### config.mk
export PLATFORM = sky130hd
export DESIGN_NAME = dma_engine
export DESIGN_NICKNAME = d
export VERILOG_FILES = /design/src/rtl/dma_pkg.sv /design/src/rtl/dma_regs.sv /design/src/rtl/dma_seq.sv /design/src/rtl/dma_engine.sv
export SDC_FILE = /design/constraint.sdc
export NUM_CORES = 1
export LEC_CHECK = 0
export ABC_AREA = 1
export ABC_CLOCK_PERIOD_IN_PS = 2500
export BUFFER_PORTS_ARGS = -buffer_cell sky130_fd_sc_hd__buf_2
export CORE_MARGIN = 2
export CORE_UTILIZATION = 58
export CTS_CLUSTER_SIZE = 25
export DETAILED_ROUTE_END_ITERATION = 10
export PLACE_DENSITY = 0.81
export REMOVE_ABC_BUFFERS = 1
export SETUP_SLACK_MARGIN = 0.4
export SYNTH_ARGS = -nofsm -noshare
export SYNTH_HDL_FRONTEND = slang
export SYNTH_HIERARCHICAL = 1
export SYNTH_SLANG_ARGS = --single-unit
### constraint.sdc
create_clock -name clk -period 2.5 [get_ports clk]
set_input_delay 0.125 -clock clk [delete_from_list [all_inputs] [get_ports clk]]
set_output_delay 0.125 -clock clk [all_outputs]
set_load 0.05 [all_outputs]
### src/rtl/dma_pkg.sv
package dma_pkg;
  typedef enum logic [2:0] {ST_IDLE, ST_REQ, ST_RD, ST_WR, ST_GAP} dma_state_e;

  localparam logic [1:0] IDX_CTRL = 2'd0;
  localparam logic [1:0] IDX_SRC  = 2'd1;
  localparam logic [1:0] IDX_LEN  = 2'd2;
  localparam logic [1:0] IDX_DST  = 2'd3;

  localparam int CB_GO    = 0;
  localparam int CB_STOP  = 1;
  localparam int CB_IEN   = 2;
  localparam int CB_CLR   = 3;
  localparam int CB_BURST = 8;

  localparam int SB_BUSY  = 0;
  localparam int SB_DONE  = 3;
  localparam int SB_ABRT  = 4;
endpackage

### src/rtl/dma_regs.sv
module dma_regs
  import dma_pkg::*;
#(
  parameter int AW     = 32,
  parameter int LW     = 16,
  parameter int BW     = 8,
  parameter int REG_W  = 32,
  parameter int STRIDE = 4
) (
  input  logic             clk,
  input  logic             rst,
  input  logic             wr_en,
  input  logic [1:0]       addr,
  input  logic [REG_W-1:0] wdata,
  input  logic             busy,
  input  logic             advance,
  input  logic             finish,
  input  logic             finish_abort,
  output logic [AW-1:0]    src,
  output logic [AW-1:0]    dst,
  output logic [LW-1:0]    len,
  output logic [BW-1:0]    burst,
  output logic             start_p,
  output logic             abort_p,
  output logic [REG_W-1:0] rdata,
  output logic             irq
);
  logic irq_en, done_q, abrt_q;
  logic idle_wr;
  logic ctrl_hit;
  logic [REG_W-1:0] stat;

  assign idle_wr  = wr_en && !busy;
  assign ctrl_hit = (addr == IDX_CTRL);
  assign start_p  = idle_wr && ctrl_hit && wdata[CB_GO];
  assign abort_p  = wr_en && busy && ctrl_hit && wdata[CB_STOP];

  always_comb begin
    stat = '0;
    stat[SB_BUSY] = busy;
    stat[CB_IEN]  = irq_en;
    stat[SB_DONE] = done_q;
    stat[SB_ABRT] = abrt_q;
    stat[CB_BURST +: BW] = burst;
  end

  always_ff @(posedge clk) begin
    if (rst) begin
      src    <= '0;
      dst    <= '0;
      len    <= '0;
      burst  <= '0;
      irq_en <= 1'b0;
      done_q <= 1'b0;
      abrt_q <= 1'b0;
      irq    <= 1'b0;
      rdata  <= '0;
    end else begin
      if (advance) begin
        src <= src + AW'(STRIDE);
        dst <= dst + AW'(STRIDE);
        len <= len - LW'(1);
      end else if (idle_wr) begin
        case (addr)
          IDX_SRC: src <= wdata[AW-1:0];
          IDX_LEN: len <= wdata[LW-1:0];
          IDX_DST: dst <= wdata[AW-1:0];
          default: begin
            irq_en <= wdata[CB_IEN];
            burst  <= wdata[CB_BURST +: BW];
          end
        endcase
      end
      if (finish) begin
        done_q <= 1'b1;
        abrt_q <= finish_abort;
      end else if (idle_wr && ctrl_hit && (wdata[CB_CLR] || wdata[CB_GO])) begin
        done_q <= 1'b0;
        abrt_q <= 1'b0;
      end
      irq <= done_q && irq_en;
      case (addr)
        IDX_SRC: rdata <= REG_W'(src);
        IDX_LEN: rdata <= REG_W'(len);
        IDX_DST: rdata <= REG_W'(dst);
        default: rdata <= stat;
      endcase
    end
  end


  hold_src_chk: assert property (@(posedge clk) disable iff (rst)
    (busy && wr_en && addr == IDX_SRC && !advance) |=> (src == $past(src)));


  irq_done_chk: assert property (@(posedge clk) disable iff (rst)
    irq |-> $past(done_q));
endmodule

### src/rtl/dma_seq.sv
module dma_seq
  import dma_pkg::*;
#(
  parameter int AW     = 32,
  parameter int DW     = 32,
  parameter int LW     = 16,
  parameter int BW     = 8,
  parameter int STRIDE = 4
) (
  input  logic          clk,
  input  logic          rst,
  input  logic          start,
  input  logic          abort,
  input  logic [AW-1:0] src,
  input  logic [AW-1:0] dst,
  input  logic [LW-1:0] len,
  input  logic [BW-1:0] burst,
  input  logic          bus_grant,
  input  logic [DW-1:0] bus_rdata,
  output logic          busy,
  output logic          advance,
  output logic          finish,
  output logic          finish_abort,
  output logic          bus_req,
  output logic          bus_own,
  output logic [AW-1:0] bus_addr,
  output logic [DW-1:0] bus_wdata,
  output logic          bus_rw_n,
  output logic          bus_strobe_n
);
  dma_state_e state;
  logic [BW-1:0] cnt;
  logic abort_pend, abort_now, last_word, burst_end, waiting;

  assign abort_now = abort_pend || abort;
  assign last_word = (len == LW'(1));
  assign burst_end = (burst != '0) && (cnt == burst - BW'(1));
  assign waiting   = (state == ST_REQ) || (state == ST_GAP);
  assign busy      = (state != ST_IDLE);
  assign advance   = (state == ST_WR);
  assign finish    = ((state == ST_IDLE) && start && (len == '0)) ||
                     ((state == ST_WR) && (last_word || abort_now)) ||
                     (waiting && abort_now);
  assign finish_abort = finish && abort_now && busy && !((state == ST_WR) && last_word);

  always_ff @(posedge clk) begin
    if (rst) begin
      state        <= ST_IDLE;
      cnt          <= '0;
      abort_pend   <= 1'b0;
      bus_req      <= 1'b0;
      bus_own      <= 1'b0;
      bus_addr     <= '0;
      bus_wdata    <= '0;
      bus_rw_n     <= 1'b1;
      bus_strobe_n <= 1'b1;
    end else begin
      if (busy && abort) abort_pend <= 1'b1;
      case (state)
        ST_IDLE: begin
          abort_pend <= 1'b0;
          if (start && len != '0) begin
            state   <= ST_REQ;
            bus_req <= 1'b1;
            cnt     <= '0;
          end
        end
        ST_REQ: begin
          if (abort_now) begin
            state      <= ST_IDLE;
            bus_req    <= 1'b0;
            abort_pend <= 1'b0;
          end else if (bus_grant) begin
            state        <= ST_RD;
            bus_own      <= 1'b1;
            bus_addr     <= src;
            bus_rw_n     <= 1'b1;
            bus_strobe_n <= 1'b0;
          end
        end
        ST_RD: begin
          state     <= ST_WR;
          bus_addr  <= dst;
          bus_wdata <= bus_rdata;
          bus_rw_n  <= 1'b0;
        end
        ST_WR: begin
          bus_rw_n <= 1'b1;
          if (last_word || abort_now) begin
            state        <= ST_IDLE;
            bus_req      <= 1'b0;
            bus_own      <= 1'b0;
            bus_strobe_n <= 1'b1;
            abort_pend   <= 1'b0;
          end else if (burst_end) begin
            state        <= ST_GAP;
            bus_req      <= 1'b0;
            bus_own      <= 1'b0;
            bus_strobe_n <= 1'b1;
            cnt          <= '0;
          end else if (bus_grant) begin
            state    <= ST_RD;
            bus_addr <= src + AW'(STRIDE);
            cnt      <= cnt + BW'(1);
          end else begin
            state        <= ST_REQ;
            bus_own      <= 1'b0;
            bus_strobe_n <= 1'b1;
            cnt          <= cnt + BW'(1);
          end
        end
        default: begin
          if (abort_now) begin
            state      <= ST_IDLE;
            abort_pend <= 1'b0;
          end else begin
            state   <= ST_REQ;
            bus_req <= 1'b1;
          end
        end
      endcase
    end
  end


  grant_chk: assert property (@(posedge clk) disable iff (rst)
    !bus_strobe_n |-> (bus_grant && bus_req));


  rd_then_wr_chk: assert property (@(posedge clk) disable iff (rst)
    (!bus_strobe_n && bus_rw_n) |=> (!bus_strobe_n && !bus_rw_n));


  burst_cap_chk: assert property (@(posedge clk) disable iff (rst)
    (burst != '0 && !bus_strobe_n) |-> (cnt < burst));


  release_chk: assert property (@(posedge clk) disable iff (rst)
    ($fell(bus_req) && !$past(abort_pend || abort)) |-> $past(!bus_strobe_n && !bus_rw_n));
endmodule

### src/rtl/dma_engine.sv
module dma_engine
  import dma_pkg::*;
#(
  parameter int AW     = 32,
  parameter int DW     = 32,
  parameter int LW     = 16,
  parameter int BW     = 8,
  parameter int STRIDE = 4
) (
  input  logic          clk,
  input  logic          rst,
  input  logic          cfg_wr_en,
  input  logic [1:0]    cfg_addr,
  input  logic [31:0]   cfg_wdata,
  output logic [31:0]   cfg_rdata,
  output logic          irq,
  output logic          bus_req,
  input  logic          bus_grant,
  output logic          bus_own,
  output logic [AW-1:0] bus_addr,
  output logic [DW-1:0] bus_wdata,
  input  logic [DW-1:0] bus_rdata,
  output logic          bus_rw_n,
  output logic          bus_strobe_n
);
  localparam int REG_W = 32;

  logic [AW-1:0] src, dst;
  logic [LW-1:0] len;
  logic [BW-1:0] burst;
  logic start_p, abort_p, busy, advance, finish, finish_abort;

  dma_regs #(.AW(AW), .LW(LW), .BW(BW), .REG_W(REG_W), .STRIDE(STRIDE)) regs_i (
    .clk(clk), .rst(rst), .wr_en(cfg_wr_en), .addr(cfg_addr), .wdata(cfg_wdata),
    .busy(busy), .advance(advance), .finish(finish), .finish_abort(finish_abort),
    .src(src), .dst(dst), .len(len), .burst(burst),
    .start_p(start_p), .abort_p(abort_p), .rdata(cfg_rdata), .irq(irq)
  );

  dma_seq #(.AW(AW), .DW(DW), .LW(LW), .BW(BW), .STRIDE(STRIDE)) seq_i (
    .clk(clk), .rst(rst), .start(start_p), .abort(abort_p),
    .src(src), .dst(dst), .len(len), .burst(burst),
    .bus_grant(bus_grant), .bus_rdata(bus_rdata),
    .busy(busy), .advance(advance), .finish(finish), .finish_abort(finish_abort),
    .bus_req(bus_req), .bus_own(bus_own), .bus_addr(bus_addr), .bus_wdata(bus_wdata),
    .bus_rw_n(bus_rw_n), .bus_strobe_n(bus_strobe_n)
  );
endmodule

* After elaboration in Yosys (flattened, before gate mapping)
Index checks and enable logic that the tools add are counted.
** Storage, ports and cells
- Bits in registers :: 204
- Bits of input ports :: 70
- Output and inout port bits :: 101
- Logic and storage cells :: 152
** Cells by class
- Add/sub/neg operators :: 5
- Equality and inequality tests :: 20
- Muxes and demuxes :: 54
- Bitwise operators :: 3
- Reductions and logical operators :: 52
** Operators with widths (number)
- $mux W32 :: 11
- $pmux W32 S3 :: 2
- $add A32 B3 Y32 const B :: 2
- $mux W16 :: 3
- $mux W8 :: 3
- $mux W1 :: 22
- $logic_and A1 B1 Y1 :: 19
- $eq A16 B1 Y1 const B :: 1
- $logic_not A16 Y1 :: 1
- $pmux W8 S2 :: 1
- $reduce_bool A16 Y1 :: 1
- $sub A16 B1 Y16 const B :: 1
- $mux W3 :: 5
- $reduce_bool A2 Y1 :: 7
- $ne A2 B2 Y1 const B :: 6
- $pmux W3 S4 :: 1
- $reduce_and A3 Y1 :: 3
- $add A8 B1 Y8 const B :: 1
- $eq A8 B8 Y1 :: 1
- $reduce_and A2 Y1 :: 4
- $reduce_bool A8 Y1 :: 1
- $sub A8 B1 Y8 const B :: 1
- $eq A3 B2 Y1 const B :: 2
- $logic_or A1 B1 Y1 :: 6
- 22 further kinds :: 29

* Longest topological paths before layout
- Depth in word-level cells :: 13
- Depth in mapped cells :: 17
- Depth with buffers taken out :: 16

* By module
Netlist, hierarchy kept.
** Modules (own cells, without submodules)
- dma_regs :: times used 1, cells an instance 1133, area each 7049.3 um^2, seq. area each 2482.4 um^2
- dma_seq :: times used 1, cells an instance 797, area each 4967.3 um^2, seq. area each 1601.5 um^2

* Least setup slack after synthesis
No wires, ideal clock.
- Path type :: flip-flop to flip-flop
- From :: register seq_i.state[2]
- To :: register regs_i.src[18]
- Arrival time :: 1.934 ns
- Path slack :: 0.444 ns
- Stages on the path, launching flop included :: 11
- Clock period less this slack :: 2.056 ns
- Path through :: dfxtp_1 > nor2_2 > nand2_2 > inv_2 > buf_2 > buf_2 > buf_2 > buf_1 > nand3_1 > o211ai_1 > a21oi_1
** RTL lines
- start, declared :: RTL line dma_seq.sv:31 : dma_state_e state;
- start signal, assigned :: RTL line dma_seq.sv:48 : state <= ST_IDLE;
- start signal, assigned :: RTL line dma_seq.sv:63 : state <= ST_REQ;
- start signal, assigned :: RTL line dma_seq.sv:70 : state <= ST_IDLE;
- $eq A3 B2 Y1 * :: RTL line dma_seq.sv:40 : assign advance = (state == ST_WR);
- net advance :: RTL line dma_engine.sv:31 : logic start_p, abort_p, busy, advance, finish, finish_abort;
- $reduce_bool A2 Y1 (no source line)
- $reduce_and A2 Y1 (no source line)
- end signal, assigned :: RTL line dma_regs.sv:60 : src <= src + AW'(STRIDE);
- end signal, assigned :: RTL line dma_regs.sv:65 : IDX_SRC: src <= wdata[AW-1:0];
- end, declared :: RTL line dma_regs.sv:19 : output logic [AW-1:0] src,
Mark *: on every way through the listed nets, which the timed path passes. The rest lies on a longest branch.
A chain may end at the register's enable or synchronous reset.

* Worst setup path in the final report
- From :: register regs_i.burst[1]
- To :: register seq_i.bus_addr[15]
** On the way
- Word-level cells in the longest chain between the ends :: 5
** Ends and longest elaborated chain
- start, declared :: RTL line dma_regs.sv:22 : output logic [BW-1:0] burst,
- start signal, assigned :: RTL line dma_regs.sv:70 : burst <= wdata[CB_BURST +: BW];
- $sub A8 B1 Y8 :: RTL line dma_seq.sv:37 : assign burst_end = (burst != '0) && (cnt == burst - BW'(1));
- $eq A8 B8 Y1 :: RTL line dma_seq.sv:37
- $logic_and A1 B1 Y1 * :: RTL line dma_seq.sv:37
- $ne A2 B2 Y1 (no source line) *
- $reduce_and A6 Y1 (no source line) *
- end signal, assigned :: RTL line dma_seq.sv:76 : bus_addr <= src;
- end signal, assigned :: RTL line dma_seq.sv:83 : bus_addr <= dst;
- end signal, assigned :: RTL line dma_seq.sv:103 : bus_addr <= src + AW'(STRIDE);
- end, declared :: RTL line dma_seq.sv:26 : output logic [AW-1:0] bus_addr,
Mark *: on every way between the ends. The rest lies on a longest branch, timed or not.

==> flow_metrics.py <==
metrics = {
    "worst_setup_path": {
        "crit_chain": "inv_2 > ha_4 > nand2_2 > nor2_2 > nand2_1 > nand2_1 > nand2_1 > nor2_1 > nand3_2 > nand2_4 > nand2_8 > clkbuf_16 > nand3b_1 > nand2_1 > nor2_1",
        "crit_path_max_incr_delay_ns": 0.33,
        "critPathRequiredTime_ns": 2.94,
        "r2r_cells": 15,
        "cp_num_cells": 15,
        "cpMostUsedCell": "nand2_1",
        "crit_fanout": 8,
        "worstSetupEndpointType": "flop",
        "critPathArrivalTime_ns": 2.58,
        "crit_buf_inv": 2,
        "crit_type": "reg2reg",
        "cpMaxStageDelayCell": "dfxtp_2",
        "critical_path.startpoint_type": "flop",
        "critPathTopFamily": "simple AND/OR/NAND/NOR gates",
    },
    "routing": {
        "met3_length_um": 4924,
        "viasPerCell": 5.963,
        "topRoutingLayerUsed": "met4",
        "wl_met2_um": 20750,
        "vias": 14600,
        "drtIter0Drc": 1968,
        "drcViolationCount": 0,
        "wl_met1_um": 17140,
        "first_pass_iters": 7,
        "wl_per_cell_um": 18.74,
        "routed_wirelength_um": 45890,
        "ant_nets": 0,
    },
    "yosys": {
        "synth_ff_type": "dfxtp_1",
        "postSynth.asyncResetShare": 0,
        "synth-edff-count": 0,
        "synth_area_per_cell_um2": 6.226,
        "syn_area_um2": 12020,
        "ys_top_cells_by_count": "574 x nand2_1, 272 x nor2_1, 204 x dfxtp_1, 175 x inv_1, 151 x a21oi_1",
        "synth.yosys.seq_area_share": 0.3399,
        "yosysTopAreaCell": "dfxtp_1",
        "ys_types": 51,
        "synth.top_cell.area_share": 0.3399,
        "synth_area_leaders": "dfxtp_1 34%, nand2_1 18%, nor2_1 8.5%",
        "post-synth-top-count-cell": "nand2_1",
        "ys_warn_count": 6,
        "ys_ff_latch": 204,
        "synth_cells": 1930,
    },
    "timing": {
        "whs_ns": 0.02747,
        "fmax_ghz": 0.4668,
        "fin_ws_ns": 0.3578,
        "worstMarginPinSlew_ns": 0.6954,
        "hold_viol_final": 0,
        "finClkSkew_ns": 0.01195,
        "slew_violations": 0,
        "setup-tns-final_ns": 0,
        "relSlewSlack": 0.5364,
        "setup_viol": 0,
        "finalCritPeriodShare": 0.8569,
        "min_period_ns": 2.142,
        "rsz0062_at_grt": "yes",
    },
    "place": {
        "dp_slack_ns": 0.2305,
        "portBuffers": 170,
        "hpwlAfterDp_um": 29990,
        "dpl.cell_count": 2324,
        "gp_congestion": 1.004,
    },
    "floorplanning": {
        "start_util": 0.5920,
        "rows": 52,
        "coreArea_um2": 20300,
        "die_x_um": 147.9,
        "die_area_um2": 21880,
        "die_h_um": 147.9,
        "io_pins": 171,
    },
    "clock_tree": {
        "cts-root-buf": "clkbuf_16",
        "h-tree-depth": 1,
        "clock_path_buffers": 3,
        "cts.clk_slew.worst_paths_ns": 0.06,
        "cts_tree": "done",
        "cts_made_buffers": 23,
        "clock_latency_ns": 0.52,
        "cts_sinks": 204,
    },
    "flow_run": {
        "drv_cap": 0,
    },
    "power_and_ir_drop": {
        "p_int_w": 0.006838,
        "finalPower_w": 0.01089,
        "swShare": 0.3718,
        "power_switching_w": 0.004048,
        "p_seq_frac": 0.362,
        "ir_drop_v": 0.0006758,
        "combPwrFrac": 0.300,
        "p_leak_nw": 6.420,
        "p_per_area_nw_per_um2": 721.9,
        "pwr-share-clk": 0.338,
    },
    "global_routing": {
        "antenna_found_initial": 1,
        "grt_pass1_vias": 13200,
        "grt_max_degree": 77,
        "track_usage": 0.3899,
        "grt_pass1_wl_um": 68660,
        "gr-total-overflow": 0,
    },
    "outcome": {
        "status": "complete, no violations",
    },
    "hold_path": {
        "hold_path.class": "in2reg",
        "whs_path_depth": 5,
    },
    "layout": {
        "fin_cells": 2449,
        "nNetsFinal": 2239,
        "area_growth_pct": 25.50,
        "drive_gt1_frac": 0.1763,
        "fillers": 1671,
    },
}
## area by class of cell
class | instances | area [um2] | share of cell area
Clock inverter | 13 | 196.4 | 0.01303
Multi-Input combinational cell | 1455 | 7052 | 0.4676
Inverter | 197 | 753.2 | 0.04995
Timing Repair Buffer | 282 | 2029 | 0.1346
Sequential cell | 204 | 4099 | 0.2718
Clock buffer | 27 | 610.6 | 0.04049
Antenna cell | 1 | 2.502 | 0.0001659
Tap cell | 270 | 337.8 | 0.02240
## power by group through the flow
stage	Clock, W	Sequential, W	Combinational (W)
6_report	0.00368	0.00394	0.00327
4_1_cts	0.00368	0.00391	0.00297
5_1_grt	0.00382	0.00397	0.00348
2_1_floorplan	0	0.00463	0.00134
3_5_place_dp	0	0.00398	0.00283
3_3_place_gp	0	0.00397	0.00277
## worst min-delay path, delay by kind of cell
kind                   cells  cell delay [ns]
and+or+nand+nor            1             0.07
AOI/OAI and AO/OA          2             0.16
buffers and inverters      2             0.15
## final timing paths
kind                   startpoint                 end  slack, ns
setup / recovery  regs_i/burst[1]  seq_i/bus_addr[15]       0.36
hold / removal      cfg_wdata[30]      regs_i/dst[30]       0.03
setup reg to reg  regs_i/burst[1]  seq_i/bus_addr[15]       0.36
hold reg to reg     seq_i/bus_own       seq_i/bus_own       0.45
## cell usage in the layout (no fill, tap or decap), types with 5 or more instances in the layout
cell type / n
a21oi_1: 151
a21oi_2: 18
a221oi_1: 13
a22oi_1: 15
a31oi_1: 24
buf_12: 5
buf_2: 169
buf_4: 41
bufinv_16: 5
clkbuf_16: 27
clkinv_2: 7
dfxtp_1: 194
dfxtp_2: 9
dlygate4sd3_1: 56
ha_1: 5
inv_1: 175
inv_2: 16
inv_4: 5
nand2_1: 567
nand2_2: 9
nand2_4: 7
nand3_1: 118
nand3_2: 9
nand3b_1: 17
nand4_1: 22
nor2_1: 263
nor2_2: 17
nor2_4: 12
nor3_1: 18
o211ai_1: 8
o21ai_0: 71
o21ai_1: 17
o22ai_1: 14
xnor2_1: 6
xor2_1: 12
## registers in the layout (all words and copies together), names as in the netlist
register	flops
regs_i/abrt_q	1
seq_i/bus_req	1
seq_i/bus_own	1
seq_i/state	3
regs_i/dst	32
seq_i/abort_pend	1
regs_i/len	16
seq_i/bus_addr	32
seq_i/bus_wdata	32
regs_i/burst	8
seq_i/bus_strobe_n	1
regs_i/irq_en	1
regs_i/irq	1
regs_i/src	32
seq_i/bus_rw_n	1
regs_i/rdata	32
seq_i/cnt	8
regs_i/done_q	1
## repair_timing
action	CTS	global route
hold buffers	56	0
pin swaps	7	19
endpoints found under the setup margin	47	116
cloned	2	7
setup buffers	5	14
resized for setup	16	55
endpoints found under the hold margin	80	0
## metrics by stage
step / utilization / area, um2
after global routing: 0.7429 / 15080
after floorplan: - / 11630
after CTS: 0.7202 / 14620
after global placement: 0.6460 / 13110
final: 0.7429 / 15080
after detailed placement: 0.6460 / 13110
## logic make-up (layout without fill, tap and decap cells)
kind of cell | count (synthesis) | count (layout) | share of synthesized area
compound gates | 353 | 353 | 0.1720
fa+ha+maj | 6 | 6 | 0.006247
flops | 204 | 204 | 0.3399
other cells | 0 | 1 | 0
xor+xnor | 18 | 18 | 0.01312
simple gates | 1074 | 1078 | 0.3748
buf+inv | 275 | 519 | 0.09392
## layer usage
layer	vias up	global-route usage
met5	-	0
met1	6632	0.4891
li1	6762	-
met2	992	0.6374
met4	0	0.2357
met3	217	0.05525
Power figures use the tool's default switching activity.
